===== config.mk =====
export PLATFORM = sky130hd
export DESIGN_NAME = flash_cmd_decoder
export DESIGN_NICKNAME = d
export VERILOG_FILES = /design/src/rtl/flash_cmd_pkg.sv /design/src/rtl/flash_cmd_addr_map.sv /design/src/rtl/flash_cmd_seq.sv /design/src/rtl/flash_cmd_ctrl.sv /design/src/rtl/flash_cmd_decoder.sv
export SDC_FILE = /design/constraint.sdc
export NUM_CORES = 1
export LEC_CHECK = 0
export ABC_AREA = 1
export ABC_CLOCK_PERIOD_IN_PS = 2400
export BUFFER_PORTS_ARGS = -buffer_cell sky130_fd_sc_hd__buf_2
export CORE_MARGIN = 2
export CORE_UTILIZATION = 49
export DETAILED_ROUTE_END_ITERATION = 8
export PLACE_DENSITY = 0.76
export SLEW_MARGIN = 5
export SYNTH_ARGS = -nofsm -noshare
export SYNTH_HDL_FRONTEND = slang
export SYNTH_SLANG_ARGS = --single-unit
export TNS_END_PERCENT = 1

===== constraint.sdc =====
create_clock -name clk -period 2.4 [get_ports clk]
set_clock_uncertainty 0.15 [all_clocks]
set_input_delay 0.24 -clock clk [delete_from_list [all_inputs] [get_ports clk]]
set_output_delay 0.24 -clock clk [all_outputs]
set_load 0.02 [all_outputs]

===== src/rtl/flash_cmd_pkg.sv =====
package flash_cmd_pkg;

    localparam int CMP_W = 12;

    localparam logic [7:0] CMD_UNLOCK_A   = 8'hAA;
    localparam logic [7:0] CMD_UNLOCK_B   = 8'h55;
    localparam logic [7:0] CMD_SW_RESET   = 8'hF0;
    localparam logic [7:0] CMD_AUTOSEL    = 8'h90;
    localparam logic [7:0] CMD_PROGRAM    = 8'hA0;
    localparam logic [7:0] CMD_ERASE_PRE  = 8'h80;
    localparam logic [7:0] CMD_CHIP_GO    = 8'h10;
    localparam logic [7:0] CMD_SECT_GO    = 8'h30;
    localparam logic [7:0] CMD_SUSPEND    = 8'hB0;
    localparam logic [7:0] CMD_RESUME     = 8'h30;

    typedef enum logic [2:0] {
        MODE_READ  = 3'd0,
        MODE_ID    = 3'd1,
        MODE_PROG  = 3'd2,
        MODE_ERASE = 3'd3,
        MODE_SUSP  = 3'd4
    } mode_e;

    typedef enum logic [2:0] {
        ST_IDLE,
        ST_UNL1,
        ST_UNL2,
        ST_PDATA,
        ST_ESET,
        ST_EUNL1,
        ST_EUNL2
    } stage_e;

    typedef enum logic [3:0] {
        EV_NONE,
        EV_ABORT,
        EV_RESET,
        EV_ID,
        EV_PROG,
        EV_CHIP,
        EV_SECT,
        EV_SUSP,
        EV_RESUME
    } event_e;

    typedef struct packed {
        logic prog;
        logic chip;
        logic sect;
        logic susp;
        logic resume;
    } strobe_t;

    function automatic logic [CMP_W-1:0] first_unlock_addr(input logic byte_sel);
        return byte_sel ? 12'hAAA : 12'h555;
    endfunction

    function automatic logic [CMP_W-1:0] second_unlock_addr(input logic byte_sel);
        return byte_sel ? 12'h555 : 12'h2AA;
    endfunction

endpackage


===== src/rtl/flash_cmd_addr_map.sv =====
module flash_cmd_addr_map
    import flash_cmd_pkg::*;
#(
    parameter int ADDR_W = 19,
    parameter int SEC_W  = 6,
    parameter int SEC_LO = 12
) (
    input  logic              byte_mode,
    input  logic [ADDR_W-1:0] bus_addr,
    output logic              hit_first,
    output logic              hit_second,
    output logic [SEC_W-1:0]  sector
);
    localparam int BYTE_LO = SEC_LO + 1;

    logic [CMP_W-1:0] low_bits;

    generate
        if (ADDR_W >= BYTE_LO + SEC_W) begin : g_full
            assign sector = byte_mode ? bus_addr[BYTE_LO +: SEC_W]
                                      : bus_addr[SEC_LO +: SEC_W];
        end else begin : g_word_only
            assign sector = bus_addr[SEC_LO +: SEC_W];
        end
    endgenerate

    assign low_bits   = bus_addr[CMP_W-1:0];
    assign hit_first  = (low_bits == first_unlock_addr(byte_mode));
    assign hit_second = (low_bits == second_unlock_addr(byte_mode));

endmodule


===== src/rtl/flash_cmd_seq.sv =====
module flash_cmd_seq
    import flash_cmd_pkg::*;
(
    input  logic       clk,
    input  logic       rst,
    input  logic       wr_en,
    input  logic       busy,
    input  logic       hit_first,
    input  logic       hit_second,
    input  logic [7:0] cmd,
    output event_e     ev
);
    stage_e stage_q;
    stage_e stage_n;

    always_comb begin
        ev      = EV_NONE;
        stage_n = stage_q;
        if (wr_en) begin
            stage_n = ST_IDLE;
            if (busy) begin
                if (cmd == CMD_SUSPEND) ev = EV_SUSP;
            end else if (stage_q != ST_PDATA && cmd == CMD_SW_RESET) begin
                ev = EV_RESET;
            end else begin
                ev = EV_ABORT;
                case (stage_q)
                    ST_IDLE: begin
                        if (cmd == CMD_UNLOCK_A && hit_first) begin
                            stage_n = ST_UNL1;
                            ev      = EV_NONE;
                        end else if (cmd == CMD_RESUME) begin
                            ev = EV_RESUME;
                        end else if (cmd == CMD_SUSPEND) begin
                            ev = EV_SUSP;
                        end
                    end
                    ST_UNL1: begin
                        if (cmd == CMD_UNLOCK_B && hit_second) begin
                            stage_n = ST_UNL2;
                            ev      = EV_NONE;
                        end
                    end
                    ST_UNL2: begin
                        if (hit_first) begin
                            if (cmd == CMD_AUTOSEL) begin
                                ev = EV_ID;
                            end else if (cmd == CMD_PROGRAM) begin
                                stage_n = ST_PDATA;
                                ev      = EV_NONE;
                            end else if (cmd == CMD_ERASE_PRE) begin
                                stage_n = ST_ESET;
                                ev      = EV_NONE;
                            end
                        end
                    end
                    ST_PDATA: ev = EV_PROG;
                    ST_ESET: begin
                        if (cmd == CMD_UNLOCK_A && hit_first) begin
                            stage_n = ST_EUNL1;
                            ev      = EV_NONE;
                        end
                    end
                    ST_EUNL1: begin
                        if (cmd == CMD_UNLOCK_B && hit_second) begin
                            stage_n = ST_EUNL2;
                            ev      = EV_NONE;
                        end
                    end
                    ST_EUNL2: begin
                        if (cmd == CMD_CHIP_GO && hit_first) ev = EV_CHIP;
                        else if (cmd == CMD_SECT_GO)        ev = EV_SECT;
                    end
                    default: ev = EV_ABORT;
                endcase
            end
        end
    end

    always_ff @(posedge clk) begin
        if (rst) stage_q <= ST_IDLE;
        else     stage_q <= stage_n;
    end

endmodule


===== src/rtl/flash_cmd_ctrl.sv =====
module flash_cmd_ctrl
    import flash_cmd_pkg::*;
#(
    parameter int ADDR_W = 19,
    parameter int DATA_W = 16,
    parameter int SEC_W  = 6
) (
    input  logic              clk,
    input  logic              rst,
    input  event_e            ev,
    input  logic [ADDR_W-1:0] wr_addr,
    input  logic [DATA_W-1:0] wr_data,
    input  logic [SEC_W-1:0]  sector_in,
    input  logic              op_done,
    output mode_e             mode_q,
    output logic              busy,
    output strobe_t           strobe_q,
    output logic [ADDR_W-1:0] op_addr_q,
    output logic [DATA_W-1:0] op_data_q,
    output logic [SEC_W-1:0]  op_sector_q
);
    logic             erase_by_sector_q;
    logic [SEC_W-1:0] erase_sector_q;
    logic             return_susp_q;
    logic             capture;

    assign busy = (mode_q == MODE_PROG) || (mode_q == MODE_ERASE);

    always_comb begin
        capture = 1'b0;
        if (mode_q == MODE_READ || mode_q == MODE_ID)
            capture = (ev == EV_PROG) || (ev == EV_CHIP) || (ev == EV_SECT);
        else if (mode_q == MODE_SUSP)
            capture = (ev == EV_PROG) && (sector_in != erase_sector_q);
    end

    always_ff @(posedge clk) begin
        if (rst) begin
            op_addr_q   <= '0;
            op_data_q   <= '0;
            op_sector_q <= '0;
        end else if (capture) begin
            op_addr_q   <= wr_addr;
            op_data_q   <= wr_data;
            op_sector_q <= sector_in;
        end
    end

    always_ff @(posedge clk) begin
        if (rst) begin
            mode_q            <= MODE_READ;
            strobe_q          <= '0;
            erase_by_sector_q <= 1'b0;
            erase_sector_q    <= '0;
            return_susp_q     <= 1'b0;
        end else begin
            strobe_q <= '0;
            case (mode_q)
                MODE_READ, MODE_ID: begin
                    case (ev)
                        EV_RESET, EV_ABORT, EV_RESUME, EV_SUSP: mode_q <= MODE_READ;
                        EV_ID: mode_q <= MODE_ID;
                        EV_PROG: begin
                            mode_q        <= MODE_PROG;
                            strobe_q.prog <= 1'b1;
                            return_susp_q <= 1'b0;
                        end
                        EV_CHIP: begin
                            mode_q            <= MODE_ERASE;
                            strobe_q.chip     <= 1'b1;
                            erase_by_sector_q <= 1'b0;
                        end
                        EV_SECT: begin
                            mode_q            <= MODE_ERASE;
                            strobe_q.sect     <= 1'b1;
                            erase_by_sector_q <= 1'b1;
                            erase_sector_q    <= sector_in;
                        end
                        default: ;
                    endcase
                end
                MODE_PROG: begin
                    if (op_done) mode_q <= return_susp_q ? MODE_SUSP : MODE_READ;
                end
                MODE_ERASE: begin
                    if (op_done) begin
                        mode_q <= MODE_READ;
                    end else if (ev == EV_SUSP && erase_by_sector_q) begin
                        mode_q        <= MODE_SUSP;
                        strobe_q.susp <= 1'b1;
                    end
                end
                MODE_SUSP: begin
                    if (ev == EV_PROG && sector_in != erase_sector_q) begin
                        mode_q        <= MODE_PROG;
                        strobe_q.prog <= 1'b1;
                        return_susp_q <= 1'b1;
                    end else if (ev == EV_RESUME) begin
                        mode_q          <= MODE_ERASE;
                        strobe_q.resume <= 1'b1;
                    end
                end
                default: mode_q <= MODE_READ;
            endcase
        end
    end

endmodule


===== src/rtl/flash_cmd_decoder.sv =====
module flash_cmd_decoder
    import flash_cmd_pkg::*;
#(
    parameter int ADDR_W = 19,
    parameter int DATA_W = 16,
    parameter int SEC_W  = 6,
    parameter int SEC_LO = 12
) (
    input  logic              clk,
    input  logic              rst,
    input  logic              byte_mode,
    input  logic              wr_en,
    input  logic [ADDR_W-1:0] wr_addr,
    input  logic [DATA_W-1:0] wr_data,
    input  logic              op_done,
    output logic [2:0]        mode,
    output logic              start_prog,
    output logic              start_chip_erase,
    output logic              start_sector_erase,
    output logic              suspend_req,
    output logic              resume_req,
    output logic [ADDR_W-1:0] op_addr,
    output logic [DATA_W-1:0] op_data,
    output logic [SEC_W-1:0]  op_sector
);
    logic             hit_first;
    logic             hit_second;
    logic [SEC_W-1:0] sector;
    logic             busy;
    event_e           ev;
    mode_e            mode_q;
    strobe_t          strobe_q;

    flash_cmd_addr_map #(
        .ADDR_W (ADDR_W),
        .SEC_W  (SEC_W),
        .SEC_LO (SEC_LO)
    ) addr_map_i (
        .byte_mode  (byte_mode),
        .bus_addr   (wr_addr),
        .hit_first  (hit_first),
        .hit_second (hit_second),
        .sector     (sector)
    );

    flash_cmd_seq seq_i (
        .clk        (clk),
        .rst        (rst),
        .wr_en      (wr_en),
        .busy       (busy),
        .hit_first  (hit_first),
        .hit_second (hit_second),
        .cmd        (wr_data[7:0]),
        .ev         (ev)
    );

    flash_cmd_ctrl #(
        .ADDR_W (ADDR_W),
        .DATA_W (DATA_W),
        .SEC_W  (SEC_W)
    ) ctrl_i (
        .clk         (clk),
        .rst         (rst),
        .ev          (ev),
        .wr_addr     (wr_addr),
        .wr_data     (wr_data),
        .sector_in   (sector),
        .op_done     (op_done),
        .mode_q      (mode_q),
        .busy        (busy),
        .strobe_q    (strobe_q),
        .op_addr_q   (op_addr),
        .op_data_q   (op_data),
        .op_sector_q (op_sector)
    );

    assign mode               = mode_q;
    assign start_prog         = strobe_q.prog;
    assign start_chip_erase   = strobe_q.chip;
    assign start_sector_erase = strobe_q.sect;
    assign suspend_req        = strobe_q.susp;
    assign resume_req         = strobe_q.resume;

endmodule


==> results.md, run 1 <==
* Initial cell density of the core at between 50% and 60%
* Fin nets at around 630
* Clock sinks at 60
* Syn_area_per_cell at around 6.8 sq um
* Period utilisation layout at 94.4%
* Dpl ws at -0.184 ns
* Seq/Total Area, Yosys at between 30% and 40%
* Highest metal used: met4
* Initial antenna violation count at 0
* 1st-iter DRT viols at around 140
* Worst Path Max Fanout at 24
* Antenna cells at 0
* CTS H-tree depth at 3
* Clk_lat worst skew at approximately 0.35 ns
* Max-slew violation count at 0
* Fin Setup TNS at 0 ns
* WS Path Type: flip-flop to flip-flop
* Final ANT Viol Nets at 0
* Via/cell ratio at between 5 and 6
* First-pass GRT wire length at ~15 mm
* Cell Pwr Density at 507 nW/um^2
* CP required at ~2.5 ns
* Vias in the first global route at 3293
* Die X at 85.1 microns
* TritonCTS Buffers at 9
* Most frequent cells in the layout: nand2_1 (93), buf_2 (88), nor2_1 (81), dfxtp_1 (56), inv_1 (42)
* Mapped Cells at ~480
* Register clock-pin slew on the reported worst setup and hold paths at about 0.08 ns
* First-pass iteration count of the detailed router at 6
* Core area at around 6300 sq um
* Die outline height at about 85 microns
* Layout cells sized above 1 at approximately 28%
* Met2 WL at around 4.2 mm
* Status: complete, no violations
* Root buffer cell: clkbuf_8
* DRC viols at 0
* CTS tree: done
* Final Hold Vio Count at 0
* Post-route cell area at 4230 sq um
* Crit end category: flip-flop
* Worst EP arrival at approximately 2.4 ns
* Worst slew pin tran at around 0.43 ns
* Final WS setup at ~0.14 ns
* Placed cells at between 600 and 700
* WL/cell at between 10 and 15 microns
* Fin cells at about 670
* Setup crit start kind: flip-flop
* Final setup violation count at 0
* Hold slack final at approximately 0.012 ns
* DP HPWL at 6.22 mm
* Layout overhead on the synthesized area at 31.1%
* Seq cells post-synth at 60
* YS warnings at 0
* Metal3 WL at between 700 and 800 microns
* Die area at between 7000 and 8000 sq um
* Final wirelength at just under 9 mm
* Std cell rows at 29
* Buffers added on ports at 88
* RSZ-0062 raised after global routing: yes
* Vias at between 3000 and 4000
* Min Tclk post-route at 2.26 ns
* FF-to-FF setup slack at around 0.14 ns
* CTS Buffer Depth at 2
* Leak Pwr at between 2 and 2.5 nW
* GPL Wtd Cong at between 0.9 and 1
* GR Overflow Total at 0
* Hold Path Class: input port to flip-flop
* Most common cell after layout, fill and taps aside: nand2_1
* FMAX at 442 MHz
* Synth unique cells at 35
* Max-cap violations at 0
* Post-placement cell area at about 3800 sq um
* Worst vdd rail ir drop at 0.000458 V
* Number of top-level pins at 89
* Post-Syn Area at 3220 sq um
* Gr usage total at 25.3%
* WL met1 at between 3 and 4 mm
* Synth Net Count at roughly 520
* Largest net degree at the start of global routing at 49
* Rel. slew slack at a little under three quarters
[metal layers]
layer | global-route usage (%) | vias to the layer above
met5 | 0 | -
met3 | 7.10 | 16
li1 | - | 1786
met2 | 40.9 | 131
met4 | 8.66 | 0
met1 | 32.5 | 1589
[synth_stat cells (all sizes together)]
cell type | instances | area share, %
o21ai | 55 | 8.8
buf | 14 | 4.3
clkinv | 1 | 0.16
o211ai | 1 | 0.39
a31o | 1 | 0.27
a21oi | 35 | 5.4
nand3b | 2 | 0.47
nand3 | 23 | 3.7
a21boi | 2 | 0.47
xnor2 | 2 | 0.54
dfxtp | 60 | 37
nand4 | 11 | 2.6
clkbuf | 6 | 0.70
nand2 | 102 | 14
nor3 | 12 | 2.0
o31ai | 4 | 0.93
inv | 46 | 5.5
xor2 | 4 | 1.1
nor2 | 92 | 11
a211oi | 1 | 0.23
nor4 | 1 | 0.19
[flip-flops by register name, indices dropped and copies added, names as in the netlist]
name,count
ctrl_i.op_addr_q,19
ctrl_i.erase_by_sector_q,1
ctrl_i.erase_sector_q,6
ctrl_i.mode_q,3
ctrl_i.strobe_q,5
ctrl_i.op_data_q,16
seq_i.stage_q,3
ctrl_i.return_susp_q,1
ctrl_i.op_sector_q,6
[path summary, 6_finish.rpt]
path,from,endpoint,cells after the start
setup / recovery,seq_i.stage_q[1],ctrl_i.op_data_q[11],14
hold / removal,wr_addr[17],ctrl_i.op_addr_q[17],3
setup reg to reg,seq_i.stage_q[1],ctrl_i.op_data_q[11],14
hold reg to reg,ctrl_i.return_susp_q,ctrl_i.return_susp_q,2
[critical path, stage by stage, from the launching register on]
cell	delay, ns
dfxtp_2	0.36
buf_4	0.16
nor2_1	0.12
nand2_1	0.06
nand2_1	0.08
nand2_1	0.08
nand4_1	0.12
nand2_2	0.09
nand2_4	0.09
nand2_4	0.08
o211ai_4	0.27
nand2_8	0.11
buf_12	0.17
o21ai_0	0.16
nor2_1	0.05
[stage by stage]
step | util [%] | total power (W)
2_1_floorplan | - | 0.00114
3_3_place_gp | 60.1 | 0.00121
3_5_place_dp | 60.1 | 0.00122
4_1_cts | 65.3 | 0.00215
5_1_grt | 66.6 | 0.00222
6_report | 66.6 | 0.00214
[logic make-up (layout without fill, tap and decap cells)]
logic type | Yosys count | after routing | synth area share (%)
AND/OR/NAND/NOR | 243 | 243 | 33.9
AO/OA/AOI/OAI | 99 | 99 | 16.5
buffers and inverters | 67 | 189 | 10.7
XOR/XNOR | 6 | 6 | 1.63
flip-flops | 60 | 60 | 37.3
[power breakdown]
group	internal [W]	total [W]	switching, W	leakage [nW]
clock	0.000482	0.000927	0.000445	0.0918
combinational	0.0000863	0.000218	0.000132	1.57
sequential	0.000997	0.000998	0.00000120	0.485
total	0.00157	0.00214	0.000578	2.15
[timing repair]
item / 4_1_cts / 5_1_grt
pin swaps: 0 / 6
hold buffers: 12 / 0
gates resized for setup: 2 / 24
endpoints found under the setup margin: 30 / 48
endpoints found under the hold margin: 12 / 0
setup buffers: 0 / 2
[final cells by class]
| class | instances | area, sq um |
|---|---|---|
| clock buffer | 9 | 124 |
| clock inverter | 7 | 75.1 |
| fill | 538 | 2120 |
| inverter | 47 | 184 |
| multi-input combinational | 348 | 1750 |
| sequential | 60 | 1210 |
| tap | 77 | 96.3 |
| timing repair buffer | 126 | 793 |
Note: power is estimated with default switching activity, not from simulation.
==> run 2, diff against run 1 <==
--- a/config.mk
+++ b/config.mk
@@ -9,9 +9,10 @@
 export ABC_CLOCK_PERIOD_IN_PS = 2400
 export BUFFER_PORTS_ARGS = -buffer_cell sky130_fd_sc_hd__buf_2
 export CORE_MARGIN = 2
-export CORE_UTILIZATION = 49
+export CORE_UTILIZATION = 52
 export DETAILED_ROUTE_END_ITERATION = 8
-export PLACE_DENSITY = 0.76
+export MAX_ROUTING_LAYER = met4
+export PLACE_DENSITY = 0.79
 export SLEW_MARGIN = 5
 export SYNTH_ARGS = -nofsm -noshare
 export SYNTH_HDL_FRONTEND = slang
==> results.md, run 2 (synthesis results as in run 1) <==
* Fin cells at 693 (+2.8%)
* Critical hold path startpoint: wr_addr[14]
* Min Tclk post-route at 2.25 ns (-0.0154 ns)
* Dpl ws at -0.183 ns (+0.00104 ns)
* Sw Ratio at 28.4% (+1.4 points)
* Worst EP arrival at 2.34 ns (-0.03 ns)
* Max-cap violations at 0 (unchanged)
* Crit end category: flip-flop
* Setup crit start kind: flip-flop
* Die area at 6840 sq um (-5.5%)
* First-pass GRT wire length at 14.8 mm (+0.23%)
* Final wirelength at 9.28 mm (+4.8%)
* Final WS setup at 0.151 ns (+0.0154 ns)
* P_sw at 0.000584 W (+1.0%)
* Max reg flops at 19 (unchanged)
* Hold slack final at 0.0136 ns (+0.00144 ns)
* GRT met2 Usage at 49.0% (+8.1 points)
* CTS tree: done
* Root buffer cell: clkbuf_8
* Number of top-level pins at 89 (unchanged)
* Most used cell, CP: nor2_1
* Busiest grt layer: met2
* Final Hold Vio Count at 0 (unchanged)
* Hold Path Class: input port to flip-flop
* DRC viols at 0 (unchanged)
* Initial antenna violation count at 0 (unchanged)
* CP required at 2.49 ns (about the same)
* Status: complete, no violations
* P_int at 0.00147 W (-6.0%)
* Gr usage total at 29.2% (+3.9 points)
* Register clock-pin slew on the reported worst setup and hold paths at 0.07 ns (about the same)
* Clk_lat worst skew at 0.34 ns (about the same)
* WS Path Type: flip-flop to flip-flop
* CP peak stage delay at 0.36 ns (about the same)
* Most common cell after layout, fill and taps aside: nand2_1
* GPL Wtd Cong at 0.962 (+0.15%)
* Met1 GRT Util at 34.7% (+2.2 points)
* GRT met3 Usage at 6.52% (-0.58 points)
* Layout cells sized above 1 at 30.9% (+2.4 points)
* Core area at 5960 sq um (-6.2%)
* Power share of the clock group at 40.3% (-3.0 points)
* Worst R2R End: ctrl_i.op_addr_q[14]
* Vias at 3558 (+1.0%)
* Hold Crit Endpoint: ctrl_i.op_addr_q[14]
* Leak Pwr at 2.25 nW (+4.6%)
* Reg2reg start: seq_i.stage_q[1]
* Post-Route Utilization at 73.2% (+6.6 points)
* Vias in the first global route at 3282 (-0.33%)
* FMAX at 445 MHz (+0.68%)
* WL/cell at 13.4 microns (+1.9%)
* Max-slew violation count at 0 (unchanged)
* Final setup violation count at 0 (unchanged)
* Die X at 82.7 microns (-2.8%)
* Reg2reg path depth at 11 (-3)
* DP HPWL at 6.62 mm (+6.5%)
* Worst Path Max Fanout at 8 (-67%)
* Cell Pwr Density at 472 nW/um^2 (-7.0%)
* Placed cells at 665 (+3.3%)
* CTS Buffer Depth at 2 (unchanged)
* Rel. slew slack at 70.6% (-0.38 points)
* Die outline height at 82.7 microns (-2.8%)
* PnR Total Power at 0.00206 W (-4.1%)
* First-pass iteration count of the detailed router at 4 (-2)
* CTS H-tree depth at 3 (unchanged)
* Fin nets at 653 (+3.3%)
* Via/cell ratio at 5.13 (-1.7%)
* Buffers added on ports at 88 (unchanged)
* GR Overflow Total at 0 (unchanged)
* Seq pwr share at 48.5% (+1.9 points)
* Initial cell density of the core at 54.1% (+3.4 points)
* Period utilisation layout at 93.7% (-0.64 points)
* Worst slew pin tran at 0.441 ns (+0.00725 ns)
* Largest net degree at the start of global routing at 49 (unchanged)
* FF-to-FF setup slack at 0.15 ns (+0.02 ns)
* Std cell rows at 28 (-3.4%)
* Layout overhead on the synthesized area at 35.2%
* Clock sinks at 60 (unchanged)
* Largest regs: ctrl_i.op_addr_q: 19 flops, ctrl_i.op_data_q: 16 flops
* CP max-delay cell: dfxtp_2
* Part of the power in combinational logic at 11.2% (+1.0 points)
* Worst vdd rail ir drop at 0.000411 V (-10%)
* TritonCTS Buffers at 9 (unchanged)
* 1st-iter DRT viols at 152 (+6.3%)
* Final ANT Viol Nets at 0 (unchanged)
* Critical-path cell list: nand2_1, nor2_2, nor4_4, nor2_1, nand4_1, nand3_4, o211ai_4, nand2_8, buf_4, o21ai_0, nor2_1
* Worst hold path depth at 3 (unchanged)
* Most flops, register: ctrl_i.op_addr_q
* Most frequent cells in the layout: nand2_1 (94), buf_2 (88), nor2_1 (83), dfxtp_1 (57), buf_4 (43)
* Antenna cells at 0 (unchanged)
run 2: metrics by stage:
step	cell area (sq um)	TNS (ns)
3_3_place_gp	4000	-5.64
6_report	4360	0
5_1_grt	4360	-0.00589
4_1_cts	4280	0
2_1_floorplan	3220	0
3_5_place_dp	4000	-6.32
run 2: what timing repair did:
action | in CTS | in global routing
hold endpoints to repair | 10 | 0
pin swaps | 0 | 4
endpoints found under the setup margin | 44 | 50
gates resized for setup | 1 | 29
hold buffers | 10 | 0
gates cloned | 0 | 1
buffers inserted | 0 | 1
run 2: layer usage:
metal / routed length, microns / vias up
met5: 0 / -
met4: 131 / 0
met3: 480 / 13
met2: 4440 / 98
met1: 4230 / 1620
li1: - / 1827
run 2: layout make-up:
cell class                 instances  area [sq um]
multi-input combinational        348          1740
clock inverter                     7          52.6
fill                             500          1600
inverter                          47           183
timing repair buffer             147           962
tap                               75          93.8
sequential                        60          1200
clock buffer                       9           124
run 2: worst max path at each step:
stage / slack (ns) / depth (start not counted) / end / start
3_3_place_gp: -0.16 / 12 / ctrl_i.op_data_q[8] / wr_data[0]
4_1_cts: 0.005 / 10 / ctrl_i.op_addr_q[14] / seq_i.stage_q[2]
6_report: 0.15 / 11 / ctrl_i.op_addr_q[14] / seq_i.stage_q[1]
2_1_floorplan: 0.19 / 14 / ctrl_i.op_addr_q[12] / ctrl_i.mode_q[1]
3_5_place_dp: -0.18 / 12 / ctrl_i.op_data_q[9] / wr_data[0]
5_1_grt: -0.004 / 13 / ctrl_i.op_data_q[5] / seq_i.stage_q[1]
run 2: power by group through the flow:
stage	clock [W]	combinational, W	sequential, W
3_3_place_gp	0	0.000207	0.00102
4_1_cts	0.000840	0.000223	0.000998
6_report	0.000828	0.000230	0.000998
2_1_floorplan	0	0.000111	0.00102
3_5_place_dp	0	0.000210	0.00102
5_1_grt	0.000881	0.000254	0.000998
run 2: worst max-delay path: cells and delay by family (launching register included):
kind | cells | cell delay, ns
buffers and inverters | 1 | 0.18
DFF | 1 | 0.36
AOI/OAI and AO/OA | 2 | 0.42
and+or+nand+nor | 8 | 1.02
==> run 3, diff against run 2 <==
--- a/config.mk
+++ b/config.mk
@@ -11,6 +11,7 @@
 export CORE_MARGIN = 2
 export CORE_UTILIZATION = 52
 export DETAILED_ROUTE_END_ITERATION = 8
+export HOLD_SLACK_MARGIN = 0.05
 export MAX_ROUTING_LAYER = met4
 export PLACE_DENSITY = 0.79
 export SLEW_MARGIN = 5
==> results.md, run 3 (synthesis results as in run 1) <==
* Final Hold Vio Count at 0 (unchanged)
* Fin nets at 664 (+1.7%)
* Dpl ws at -0.183 ns (unchanged)
* DRC viols at 0 (unchanged)
* Final setup violation count at 0 (unchanged)
* Period utilisation layout at 93.9% (+0.21 points)
* Status: complete, no violations
* Power share of the clock group at 40.0% (-0.3 points)
* Worst Path Max Fanout at 8 (unchanged)
* Vias in the first global route at 3363 (+2.5%)
* Clock sinks at 60 (unchanged)
* Die area at 6840 sq um (unchanged)
* Most frequent cells in the layout: nand2_1 (94), buf_2 (88), nor2_1 (83), dfxtp_1 (57), buf_4 (43)
* Antenna cells at 0 (unchanged)
* Root buffer cell: clkbuf_8
* Critical-path cell list: nand2_1, nor2_2, nor4_4, nor2_1, nand4_1, nand3_4, nand4_4, nand2_4, nand2_4, nand2_8, buf_4, o21ai_0, nor2_1
* CP max-delay cell: dfxtp_2
* Gr usage total at 29.8% (+0.63 points)
* Delay-heaviest family, CP: simple AND/OR/NAND/NOR gates
* Largest regs: ctrl_i.op_addr_q: 19 flops, ctrl_i.op_data_q: 16 flops
* GPL Wtd Cong at 0.962 (unchanged)
* P_sw at 0.000587 W (+0.39%)
* CTS Buffer Depth at 2 (unchanged)
* Setup crit start kind: flip-flop
* FF-to-FF setup slack at 0.15 ns (about the same)
* Worst path depth at 13 (+2)
* 1st-iter DRT viols at 174 (+14%)
* DP HPWL at 6.62 mm (unchanged)
* Final WS setup at 0.146 ns (-0.00495 ns)
* Multi-input logic area at 1740 sq um (unchanged)
* WS Path Type: flip-flop to flip-flop
* Layout overhead on the synthesized area at 38.6%
* First-pass GRT wire length at 15.1 mm (+2.0%)
* First-pass iteration count of the detailed router at 4 (unchanged)
* Worst Setup SP: seq_i.stage_q[1]
* Sw Ratio at 28.3% (-0.082 points)
* CP required at 2.52 ns (+0.03 ns)
* Reg2reg start: seq_i.stage_q[1]
* Number of fill cells at 484 (-3.2%)
* Most common cell after layout, fill and taps aside: nand2_1
* RSZ-0062 raised after global routing: yes
* Core area at 5960 sq um (unchanged)
* GR Overflow Total at 0 (unchanged)
* Final ANT Viol Nets at 0 (unchanged)
* Part of the power in combinational logic at 11.8% (+0.6 points)
* Max reg flops at 19 (unchanged)
* Flip-flop and latch area at 1200 sq um (unchanged)
* Buffers added on ports at 88 (unchanged)
* Cell Pwr Density at 463 nW/um^2 (-1.8%)
* Number of top-level pins at 89 (unchanged)
* Layout cells sized above 1 at 30.4% (-0.54 points)
* Via/cell ratio at 5.15 (+0.24%)
* FMAX at 444 MHz (-0.22%)
* Hold Path Class: input port to flip-flop
* Std cell rows at 28 (unchanged)
* TritonCTS Buffers at 9 (unchanged)
* Clk_lat worst skew at 0.35 ns (about the same)
* Worst slew pin tran at 0.439 ns (-0.00143 ns)
* Max-slew violation count at 0 (unchanged)
* Max-cap violations at 0 (unchanged)
* Crit end category: flip-flop
* Initial antenna violation count at 0 (unchanged)
* Worst R2R End: ctrl_i.op_addr_q[15]
* WL/cell at 13.4 microns (+0.28%)
* Seq pwr share at 48.2% (-0.3 points)
* CTS H-tree depth at 3 (unchanged)
* P_int at 0.00148 W (+0.79%)
* Initial cell density of the core at 54.1% (unchanged)
* Post-Route Utilization at 75.0% (+1.8 points)
* Vias at 3623 (+1.8%)
* Register clock-pin slew on the reported worst setup and hold paths at 0.07 ns (about the same)
* Reg2reg path depth at 13 (+2)
* CTS tree: done
* Min Tclk post-route at 2.25 ns (+0.00495 ns)
* Die X at 82.7 microns (unchanged)
* Most flops, register: ctrl_i.op_addr_q
* Worst vdd rail ir drop at 0.000413 V (+0.36%)
* Worst EP arrival at 2.38 ns (+0.04 ns)
* Critical Path End: ctrl_i.op_addr_q[15]
* Final wirelength at 9.45 mm (+1.9%)
* Worst Path Buf+Inv at 1 (unchanged)
* Rel. slew slack at 70.7% (+0.096 points)
* Die outline height at 82.7 microns (unchanged)
* Leak Pwr at 2.29 nW (+2.0%)
* Largest net degree at the start of global routing at 49 (unchanged)
* CP peak stage delay at 0.40 ns (+0.04 ns)
[run 3: layout make-up]
type	instances	area share [%]
Clock buffer	9	2.77
Clock inverter	7	1.18
Inverter	47	4.09
Multi-Input combinational cell	348	38.9
Sequential cell	60	27.0
Tap cell	75	2.10
Timing Repair Buffer	158	24.0
[run 3: how the worst min path moves through the flow]
| stage | from | to | cells past startpoint |
|---|---|---|---|
| after floorplan | rst | ctrl_i.return_susp_q | 1 |
| after global placement | wr_data[13] | ctrl_i.op_data_q[13] | 3 |
| after detailed placement | wr_data[13] | ctrl_i.op_data_q[13] | 3 |
| after CTS | wr_data[5] | ctrl_i.op_data_q[5] | 3 |
| after global routing | wr_data[5] | ctrl_i.op_data_q[5] | 3 |
| final | wr_data[5] | seq_i.stage_q[2] | 4 |
[run 3: power groups by stage]
| stage | registers, W | logic [W] | clock network [W] |
|---|---|---|---|
| after floorplan | 0.00102 | 0.000111 | 0 |
| after global placement | 0.00102 | 0.000207 | 0 |
| after detailed placement | 0.00102 | 0.000210 | 0 |
| after CTS | 0.000998 | 0.000237 | 0.000840 |
| after global routing | 0.000998 | 0.000270 | 0.000876 |
| final | 0.000998 | 0.000245 | 0.000827 |
[run 3: tightest hold or removal path, cell delays in order]
cell	delay (ns)
buf_2	0.10
o31ai_1	0.08
nand2_1	0.05
a21oi_1	0.05
[run 3: routing by layer]
layer	global-route usage (%)	share of wire, %	vias to the layer above
li1	-	-	1847
met1	34.8	45	1665
met2	50.7	48	97
met3	6.85	5.0	14
met4	9.67	1.9	0
met5	-	0	-
[run 3: through the flow]
step                hold slack (ns)  instances  instance area, sq um  power, W  TNS, ns
floorplan                     0.168        475                  3220   0.00114        0
CTS                          0.0574        702                  4390   0.00207        0
finish                       0.0686        704                  4470   0.00207        0
detailed placement            0.319        665                  4000   0.00123    -6.32
global placement              0.311        665                  4000   0.00123    -5.64
global route                 0.0732        704                  4470   0.00214  -0.0125
[run 3: what timing repair did]
action                                 in CTS  in global routing
setup endpoints to repair                  44                 50
gates resized for setup                     1                 27
setup buffers                               0                  1
hold buffers                               21                  0
pin swaps                                   0                  4
cloned                                      0                  1
endpoints found under the hold margin      21                  0
